## src/rtl/tfs_pkg.sv

```systemverilog
`timescale 1ns/1ps
package tfs_pkg;

    localparam int WORD_MAX = 16;
    localparam int LEN_W    = 5;

    typedef enum logic [2:0] {
        S_IDLE,
        S_LEAD,
        S_FETCH,
        S_SHIFT,
        S_GAP,
        S_TAIL
    } tfs_state_e;

    typedef struct packed {
        logic             frame;
        logic             dual;
        logic [LEN_W-1:0] len;
    } tfs_xfer_t;

    // Effective word length: 1..16 as given, anything else means 16.
    function automatic logic [LEN_W-1:0] clamp_len(input logic [LEN_W-1:0] wb);
        if (wb == '0 || wb > LEN_W'(WORD_MAX))
            return LEN_W'(WORD_MAX);
        return wb;
    endfunction

    // Number of serial clocks needed to move a word of len bits.
    function automatic logic [LEN_W-1:0] slot_count(input logic [LEN_W-1:0] len,
                                                   input logic dual);
        return dual ? ((len + LEN_W'(1)) >> 1) : len;
    endfunction

    // Put the top bit of the len-bit word at the MSB of the shift register.
    function automatic logic [WORD_MAX-1:0] left_align(input logic [WORD_MAX-1:0] w,
                                                      input logic [LEN_W-1:0] len);
        return w << (LEN_W'(WORD_MAX) - len);
    endfunction

endpackage

```

## src/rtl/tfs_edge_sync.sv

```systemverilog
`timescale 1ns/1ps
module tfs_edge_sync (
    input  logic clk,
    input  logic rst,
    input  logic async_in,
    output logic rise
);
    logic [2:0] pipe;

    always_ff @(posedge clk) begin
        if (rst) pipe <= '0;
        else     pipe <= {pipe[1:0], async_in};
    end

    assign rise = pipe[1] & ~pipe[2];
endmodule

```

## src/rtl/tfs_shifter.sv

```systemverilog
`timescale 1ns/1ps
module tfs_shifter
    import tfs_pkg::*;
(
    input  logic                clk,
    input  logic                rst,
    input  logic                ld,
    input  logic [WORD_MAX-1:0] ld_word,
    input  logic [LEN_W-1:0]    ld_len,
    input  logic                ld_dual,
    input  logic                step,
    output logic [1:0]          lanes,
    output logic                last_slot
);
    logic [WORD_MAX-1:0] sh;
    logic [LEN_W-1:0]    left;
    logic                dual_q;

    always_ff @(posedge clk) begin
        if (rst) begin
            sh     <= '0;
            left   <= '0;
            dual_q <= 1'b0;
        end else if (ld) begin
            sh     <= left_align(ld_word, ld_len);
            left   <= slot_count(ld_len, ld_dual);
            dual_q <= ld_dual;
        end else if (step) begin
            sh   <= dual_q ? (sh << 2) : (sh << 1);
            left <= left - LEN_W'(1);
        end
    end

    // Odd bit on wire 1, even bit on wire 0 when two wires are used.
    assign lanes     = dual_q ? {sh[WORD_MAX-1], sh[WORD_MAX-2]} : {1'b0, sh[WORD_MAX-1]};
    assign last_slot = (left == LEN_W'(1));
endmodule

```

## src/rtl/tfs_sequencer.sv

```systemverilog
`timescale 1ns/1ps
module tfs_sequencer
    import tfs_pkg::*;
#(
    parameter int MAX_WORDS    = 8,
    parameter int FRAME_PIXELS = 32,
    parameter int CNT_W        = 8,
    parameter int QW           = 4
) (
    input  logic                          clk,
    input  logic                          rst,
    input  logic                          te_mode,
    input  logic                          dual_lane,
    input  logic [LEN_W-1:0]              word_bits,
    input  logic [CNT_W-1:0]              lead_cycles,
    input  logic [CNT_W-1:0]              gap_cycles,
    input  logic [MAX_WORDS*WORD_MAX-1:0] cmd_words,
    input  logic [QW-1:0]                 cmd_count,
    input  logic                          cmd_start,
    input  logic                          te_rise,
    input  logic [WORD_MAX-1:0]           pix_data,
    input  logic                          pix_valid,
    input  logic                          last_slot,
    output tfs_state_e                    state,
    output logic                          ph,
    output logic                          ld,
    output logic [WORD_MAX-1:0]           ld_word,
    output logic [LEN_W-1:0]              ld_len,
    output logic                          ld_dual,
    output logic                          step,
    output logic                          pix_ready
);
    localparam int IW   = (MAX_WORDS > 1) ? $clog2(MAX_WORDS) : 1;
    localparam int RMAX = (FRAME_PIXELS > MAX_WORDS) ? FRAME_PIXELS : MAX_WORDS;
    localparam int RW   = $clog2(RMAX + 1);
    localparam int CW   = CNT_W + 1;

    tfs_xfer_t          cfg;
    logic [CNT_W-1:0]   gap_q;
    logic [CW-1:0]      cnt;
    logic [RW-1:0]      remaining;
    logic [IW-1:0]      idx;
    logic [RW-1:0]      cmd_n;
    logic               start_cmd;
    logic               start_frame;

    always_comb begin
        if (cmd_count > QW'(MAX_WORDS)) cmd_n = RW'(MAX_WORDS);
        else                            cmd_n = RW'(cmd_count);
    end

    assign start_cmd   = !te_mode && cmd_start && (cmd_count != '0);
    assign start_frame = te_mode && te_rise;

    assign pix_ready = (state == S_FETCH) && cfg.frame;
    assign ld        = (state == S_FETCH) && (cfg.frame ? pix_valid : 1'b1);
    assign ld_word   = cfg.frame ? pix_data : cmd_words[int'(idx)*WORD_MAX +: WORD_MAX];
    assign ld_len    = cfg.len;
    assign ld_dual   = cfg.dual;
    assign step      = (state == S_SHIFT) && ph;

    always_ff @(posedge clk) begin
        if (rst) begin
            state     <= S_IDLE;
            ph        <= 1'b0;
            cnt       <= '0;
            remaining <= '0;
            idx       <= '0;
            cfg       <= '0;
            gap_q     <= '0;
        end else begin
            unique case (state)
                S_IDLE: begin
                    ph  <= 1'b0;
                    idx <= '0;
                    if (start_cmd || start_frame) begin
                        cfg.frame <= te_mode;
                        cfg.dual  <= te_mode & dual_lane;
                        cfg.len   <= te_mode ? LEN_W'(WORD_MAX) : clamp_len(word_bits);
                        gap_q     <= gap_cycles;
                        remaining <= te_mode ? RW'(FRAME_PIXELS) : cmd_n;
                        if (lead_cycles != '0) begin
                            state <= S_LEAD;
                            cnt   <= {lead_cycles, 1'b0};
                        end else begin
                            state <= S_FETCH;
                        end
                    end
                end
                S_LEAD: begin
                    if (cnt == CW'(1)) state <= S_FETCH;
                    else               cnt   <= cnt - CW'(1);
                end
                S_FETCH: begin
                    if (ld) begin
                        state <= S_SHIFT;
                        ph    <= 1'b0;
                        if (!cfg.frame) idx <= idx + IW'(1);
                    end
                end
                S_SHIFT: begin
                    ph <= ~ph;
                    if (ph && last_slot) begin
                        remaining <= remaining - RW'(1);
                        if (remaining == RW'(1)) begin
                            state <= S_TAIL;
                            cnt   <= CW'(2);
                        end else if (gap_q != '0) begin
                            state <= S_GAP;
                            cnt   <= {gap_q, 1'b0};
                        end else begin
                            state <= S_FETCH;
                        end
                    end
                end
                S_GAP: begin
                    if (cnt == CW'(1)) state <= S_FETCH;
                    else               cnt   <= cnt - CW'(1);
                end
                S_TAIL: begin
                    if (cnt == CW'(1)) state <= S_IDLE;
                    else               cnt   <= cnt - CW'(1);
                end
                default: state <= S_IDLE;
            endcase
        end
    end
endmodule

```

## src/rtl/te_frame_serializer.sv

```systemverilog
`timescale 1ns/1ps
module te_frame_serializer
    import tfs_pkg::*;
#(
    parameter int MAX_WORDS    = 8,
    parameter int FRAME_PIXELS = 32,
    parameter int CNT_W        = 8,
    parameter int QW           = $clog2(MAX_WORDS) + 1
) (
    input  logic                          clk,
    input  logic                          rst,
    input  logic                          te_mode,
    input  logic                          dual_lane,
    input  logic [LEN_W-1:0]              word_bits,
    input  logic [CNT_W-1:0]              lead_cycles,
    input  logic [CNT_W-1:0]              gap_cycles,
    input  logic [MAX_WORDS*WORD_MAX-1:0] cmd_words,
    input  logic [QW-1:0]                 cmd_count,
    input  logic                          cmd_start,
    input  logic                          te_in,
    input  logic [WORD_MAX-1:0]           pix_data,
    input  logic                          pix_valid,
    output logic                          pix_ready,
    output logic                          cs_n,
    output logic                          sclk,
    output logic [1:0]                    sdo,
    output logic                          busy
);
    tfs_state_e          state;
    logic                ph;
    logic                te_rise;
    logic                ld;
    logic [WORD_MAX-1:0] ld_word;
    logic [LEN_W-1:0]    ld_len;
    logic                ld_dual;
    logic                step;
    logic [1:0]          lanes;
    logic                last_slot;

    tfs_edge_sync u_te (
        .clk      (clk),
        .rst      (rst),
        .async_in (te_in),
        .rise     (te_rise)
    );

    tfs_sequencer #(
        .MAX_WORDS    (MAX_WORDS),
        .FRAME_PIXELS (FRAME_PIXELS),
        .CNT_W        (CNT_W),
        .QW           (QW)
    ) u_seq (
        .clk         (clk),
        .rst         (rst),
        .te_mode     (te_mode),
        .dual_lane   (dual_lane),
        .word_bits   (word_bits),
        .lead_cycles (lead_cycles),
        .gap_cycles  (gap_cycles),
        .cmd_words   (cmd_words),
        .cmd_count   (cmd_count),
        .cmd_start   (cmd_start),
        .te_rise     (te_rise),
        .pix_data    (pix_data),
        .pix_valid   (pix_valid),
        .last_slot   (last_slot),
        .state       (state),
        .ph          (ph),
        .ld          (ld),
        .ld_word     (ld_word),
        .ld_len      (ld_len),
        .ld_dual     (ld_dual),
        .step        (step),
        .pix_ready   (pix_ready)
    );

    tfs_shifter u_shift (
        .clk       (clk),
        .rst       (rst),
        .ld        (ld),
        .ld_word   (ld_word),
        .ld_len    (ld_len),
        .ld_dual   (ld_dual),
        .step      (step),
        .lanes     (lanes),
        .last_slot (last_slot)
    );

    assign cs_n = (state == S_IDLE);
    assign busy = (state != S_IDLE);
    assign sclk = (state == S_SHIFT) && ph;
    assign sdo  = (state == S_SHIFT) ? lanes : 2'b00;
endmodule

```

## config.mk

```make
export PLATFORM = sky130hd
export DESIGN_NAME = te_frame_serializer
export DESIGN_NICKNAME = d
export VERILOG_FILES = /design/src/rtl/tfs_pkg.sv /design/src/rtl/tfs_edge_sync.sv /design/src/rtl/tfs_shifter.sv /design/src/rtl/tfs_sequencer.sv /design/src/rtl/te_frame_serializer.sv
export SDC_FILE = /design/constraint.sdc
export NUM_CORES = 1
export LEC_CHECK = 0
export BUFFER_PORTS_ARGS = -buffer_cell sky130_fd_sc_hd__buf_4
export CAP_MARGIN = 15
export CORE_MARGIN = 1.5
export CORE_UTILIZATION = 52
export DETAILED_ROUTE_END_ITERATION = 7
export GPL_TIMING_DRIVEN = 0
export PLACE_DENSITY = 0.82
export SETUP_SLACK_MARGIN = 0.05
export SLEW_MARGIN = 40
export SYNTH_ARGS = -nofsm -noshare
export SYNTH_HDL_FRONTEND = slang
export SYNTH_SLANG_ARGS = --single-unit
export TNS_END_PERCENT = 20
```

## constraint.sdc

```tcl
create_clock -name clk -period 4 [get_ports clk]
set_input_delay 0.6 -clock clk [delete_from_list [all_inputs] [get_ports clk]]
set_output_delay 0.6 -clock clk [all_outputs]
set_load 0.02 [all_outputs]
```

* Yosys cells after proc, flatten, opt, wreduce, memory -nomap -nowiden
Index checks and enable logic that the tools add are counted.
** Word-level totals
- Logic and storage cells :: 116
- Register bits :: 62
- Bits of input ports :: 176
- Output and inout port bits :: 6
** Cells by class
- Muxes and demuxes :: 43
- Equality and inequality tests :: 17
- Shift operators :: 2
- Add/sub/neg operators :: 6
- Magnitude comparators :: 2
- Bitwise operators :: 4
- Reductions and logical operators :: 29
** Operators by type and width (count)
- 128-bit by 8-bit indexed part select with 16-bit output :: 1
- 16-bit 2-to-1 mux :: 4
- 9-bit 2-to-1 mux :: 6
- 5-bit 2-to-1 mux :: 6
- 3-bit 2-to-1 mux :: 9
- 9-bit one-hot mux with 3 select lines :: 1
- 6-bit 2-to-1 mux :: 3
- 8-bit nonzero test :: 2
- 16-bit by 5-bit left shift with 16-bit output :: 1
- 3-bit one-hot mux with 5 select lines :: 1
- 6-bit one-hot mux with 2 select lines :: 1
- 2-bit by 1-bit != test with 1-bit output (second input constant) :: 5
- 9-bit by 1-bit == test with 1-bit output (second input constant) :: 1
- 3-bit nonzero test :: 3
- 9-bit by 1-bit subtractor with 9-bit output (second input constant) :: 1
- 1-bit logical AND :: 7
- 3-bit by 2-bit == test with 1-bit output (second input constant) :: 2
- 3-bit == test (second input constant) :: 2
- 6-bit by 1-bit == test with 1-bit output (second input constant) :: 1
- 1-bit 2-to-1 mux :: 6
- 2-bit 2-to-1 mux :: 3
- 2-bit != test (second input constant) :: 3
- 3-bit one-hot mux with 2 select lines :: 1
- 3-bit AND reduction :: 2
- 25 further kinds :: 31

* Depth between registers and ports, before layout
- Depth after elaboration :: 9
- Mapped depth :: 11

* By module
A second synthesis with hierarchy kept.
** Second synthesis, totals
- Cells, all modules :: 625
- Area total of the unflattened synthesis :: 5365.1 sq um
** Modules (own cells, without submodules)
- tfs_sequencer :: times used 1, cells each 376, sequential area each 740.7 sq um, area an instance 3278.1 sq um
- tfs_shifter :: times used 1, cells each 237, sequential area each 440.4 sq um, area an instance 1956.9 sq um
- tfs_edge_sync :: times used 1, cells each 7, sequential area each 60.1 sq um, area an instance 87.6 sq um
- te_frame_serializer :: times used 1, cells each 5, sequential area each 0.0 sq um, area an instance 42.5 sq um

* Worst setup path after synthesis
OpenSTA, ideal clock, no wires.
- Path kind :: register -> register
- From :: register u_seq.cfg (netlist bit u_seq.ld_len[0])
- To :: register u_shift.sh[7]
- Path slack :: 1.209 ns
- Stages on the path, launching flop included :: 11
- Path buffers :: 3
- Data arrival time :: 2.705 ns
- Required time :: 3.914 ns
- Path through :: dfxtp_1 clkbuf_1 inv_2 clkbuf_1 ha_1 clkbuf_1 clkinv_1 nor2_1 nand2_1 a41o_1 a211oi_1
** On the way
- Longest elaborated chain between the ends :: 3
** Ends and longest elaborated chain
- from (decl) :: RTL line tfs_sequencer.sv:38 : tfs_xfer_t cfg;
- 5-bit subtractor :: RTL line tfs_pkg.sv:38 : return w << (LEN_W'(WORD_MAX) - len);
- 16-bit by 5-bit left shift with 16-bit output :: RTL line tfs_pkg.sv:38
- 16-bit 2-to-1 mux :: RTL line tfs_shifter.sv:24 : end else if (ld) begin
- to (signal assigned) :: RTL line tfs_shifter.sv:25 : sh <= left_align(ld_word, ld_len);
- to (signal assigned) :: RTL line tfs_shifter.sv:29 : sh <= dual_q ? (sh << 2) : (sh << 1);
- to (decl) :: RTL line tfs_shifter.sv:15 : logic [WORD_MAX-1:0] sh;
No other way between the ends.
A chain may end at the register's enable or synchronous reset.

* Worst setup path in the final report
- From :: register u_seq.cfg (netlist bit u_seq.ld_len[0])
- To :: register u_shift.sh[14]
Same word-level chain as after synthesis.

==> flow_metrics.tcl <==
set metrics [dict create \
    power.internal_mw 1.83 \
    fillers 848 \
    fp.dieW_um 104 \
    io_buffers 180 \
    yosys_warnings 0 \
    grt_pass1_vias 6035 \
    use_met3_pct 7.46 \
    switching_share_pct 42.9 \
    ys_seq_area_share_pct 23.4 \
    cp.required_ns 4.27 \
    grt_usage_pct 35.0 \
    ir_worst_vdd_mv 0.287 \
    die_area_sq_um 10800 \
    synthDistinctLibCells 72 \
    end_kind "flip-flop" \
    yosys_most_used_dff "dfxtp_1" \
    vias 6102 \
    fin_skew_ns 0.0146 \
    pre_cts_ws_ns 0.496 \
    area_delta_synth_final_pct 33.0 \
    crit_path_frequent_cell "clkbuf_1" \
    io_pins 182 \
    die_h_um 104 \
    yosysTopAreaCell "dfxtp_1" \
    cp-start-kind "flip-flop" \
    post-route-period-util_pct 90.2 \
    synth_commonest_cells "68 x nand2_1, 67 x nor2_1, 62 x dfxtp_1" \
    routabilityCongestion 0.917 \
    setup-tns-final_ns 0 \
    async_reset_ff_share_pct 0 \
    postCtsResizedCells 0 \
    cts_tree "built" \
    cts_made_buffers 9 \
    core_sq_um 9820 \
    syn_nets 848 \
    clkPwrFrac_pct 20.6 \
    finalHoldViolations 0 \
    antenna_found_initial 0 \
    p_leak_nw 2.77 \
    grt_max_degree 14 \
    netlist_instances 662 \
    power_frac_seq_pct 28.0 \
    cpPeakStageDelay_ns 0.48 \
    slew-limit-headroom_pct 45.3 \
    postPlaceCellArea_sq_um 6830 \
    fin_ws_ns 0.391 \
    utilization_pct 72.0 \
    syn-cell-area_sq_um 5310 \
    hold_path.class "flip-flop to flip-flop" \
    cellPowerDensity_nw_per_um2 454 \
    worstPathArrival_ns 3.88 \
    slowest_stage "clkinv_1" \
    p_comb_share_pct 51.4 \
    cts_root_buf "clkbuf_8" \
    start_util_pct 54.1 \
    routedWlPerCell_um 19.3 \
    maxSlewViolCount 0 \
    setup_viol 0 \
    synthMostInstantiatedCell "nand2_1" \
    antenna-diode-count 0 \
    drive_gt1_share_pct 28.8 \
    drc 0 \
    cts_hold_buf 0 \
    cts_buffer_depth 2 \
    max_slew.worst_pin.slew_ns 0.814 \
    cts.htree.levels 3 \
    wl_mm 19.1 \
    synth_top_area_share_pct 23.4 \
    clkSinkCount 62 \
    grt.busiest_layer "met2" \
    grt-ovfl-total 0 \
    synth_seq_cells 62 \
    clk_pin_slew_ns 0.08 \
    p_sw_mw 1.38 \
    cp_max_fo 10 \
    dr.pass1.iters 5 \
    syn_area_per_cell_sq_um 8.02 \
    met2_usage_pct 57.9 \
    use_met1_pct 44.1 \
    drtIter0Drc 403 \
    max_freq_mhz 277 \
    synthTopCellsByArea "dfxtp_1 23%, mux4_2 7.2%, mux2_1 6.6%" \
    fin_crit_ns 3.61 \
    status "completed" \
    final_area_sq_um 7070 \
    rows 36 \
    clock_latency_ns 0.37 \
    antenna_left 0 \
    cts_setup_buffers 0 \
    grt_pass1_wl_mm 30.2 \
    maxCapViolations 0 \
    rsz0062_at_grt "no" \
    hpwl_mm 15.1 \
    crit_type "flip-flop to flip-flop" \
    synth_edf_count 0 \
    vias_per_cell 6.16 \
    nets 1039 \
    critical_path.cell_chain "clkbuf_1 -> inv_2 -> clkbuf_1 -> ha_1 -> clkbuf_1 -> clkinv_1 -> nor2_1 -> a32oi_1 -> nand3_1 -> a21oi_1 -> a211oi_1" \
]
worst paths after layout:
path | from | endpoint | slack [ns] | cells past startpoint
worst max-delay path | u_seq.ld_len[0] | u_shift.sh[14] | 0.39 | 11
worst min-delay path | u_te.pipe[0] | u_te.pipe[1] | 0.44 | 1
worst max register to register | u_seq.ld_len[0] | u_shift.sh[14] | 0.39 | 11
worst min register to register | u_te.pipe[0] | u_te.pipe[1] | 0.44 | 1
sequential cells by signal, summed over array words and instances (netlist names):
register	flops
u_shift.sh	16
u_seq.cnt	9
u_seq.gap_q	8
u_seq.remaining	6
u_seq.ld_len	5
u_shift.left	5
u_seq.idx	3
u_seq.state	3
u_te.pipe	3
u_seq.cfg	1
u_seq.ld_dual	1
u_seq.ph	1
u_shift.dual_q	1
kinds of logic after synthesis:
family / count (synthesis) / share of synthesized area [%]
and+or+nand+nor: 226 / 19.8
AOI/OAI and AO/OA: 186 / 23.8
muxes: 93 / 23.0
buffers and inverters: 73 / 5.72
DFF: 62 / 23.4
xor gates and xnor gates: 12 / 1.98
adders and majority gates: 10 / 2.36
cell usage in the layout (no fill, tap or decap), types with 13 or more instances in the layout:
master      n
nor3_1     22
mux2i_1    31
mux4_2     17
mux2_1     31
o21ai_0    14
buf_4     183
a21oi_1    58
inv_1      18
clkbuf_1   38
nand3_1    19
dfxtp_1    62
a211oi_1   13
nor2_1     67
nand2_1    68
power groups by stage:
stage / Clock (mW) / Sequential, mW / Combinational, mW
floorplan: 0 / 0.870 / 1.17
global placement: 0 / 0.901 / 1.59
detailed placement: 0 / 0.910 / 1.62
CTS: 0.659 / 0.896 / 1.63
global route: 0.688 / 0.921 / 1.81
finish: 0.660 / 0.899 / 1.65
through the flow:
step	cells	total power [mW]	hold slack (ns)
global route	991	3.42	0.454
CTS	991	3.18	0.447
global placement	975	2.49	0.428
floorplan	662	2.04	0.414
detailed placement	975	2.53	0.429
finish	991	3.21	0.443
worst max-delay path: cells and delay by family (launching register included):
kind / cells / cell delay (ns)
buffers and inverters: 5 / 1.70
AND/OR/NAND/NOR: 2 / 0.53
AO/OA/AOI/OAI: 3 / 0.52
adder cells (fa/ha/maj): 1 / 0.40
flip-flops: 1 / 0.34
per-layer routing:
metal	wire [um]	vias to the layer above
li1	-	2862
met1	7840	2886
met2	9160	296
met3	1480	58
met4	608	0
met5	0	-
area by class of cell:
type	count	area, sq um	area share, %
multi-input combinational	527	3770	53.4
timing repair buffer	180	1350	19.1
sequential	62	1240	17.6
buffer	49	214	3.03
tap	133	166	2.36
clock buffer	9	124	1.75
clock inverter	7	105	1.49
inverter	24	90.1	1.28
Power figures use the tool's default switching activity.
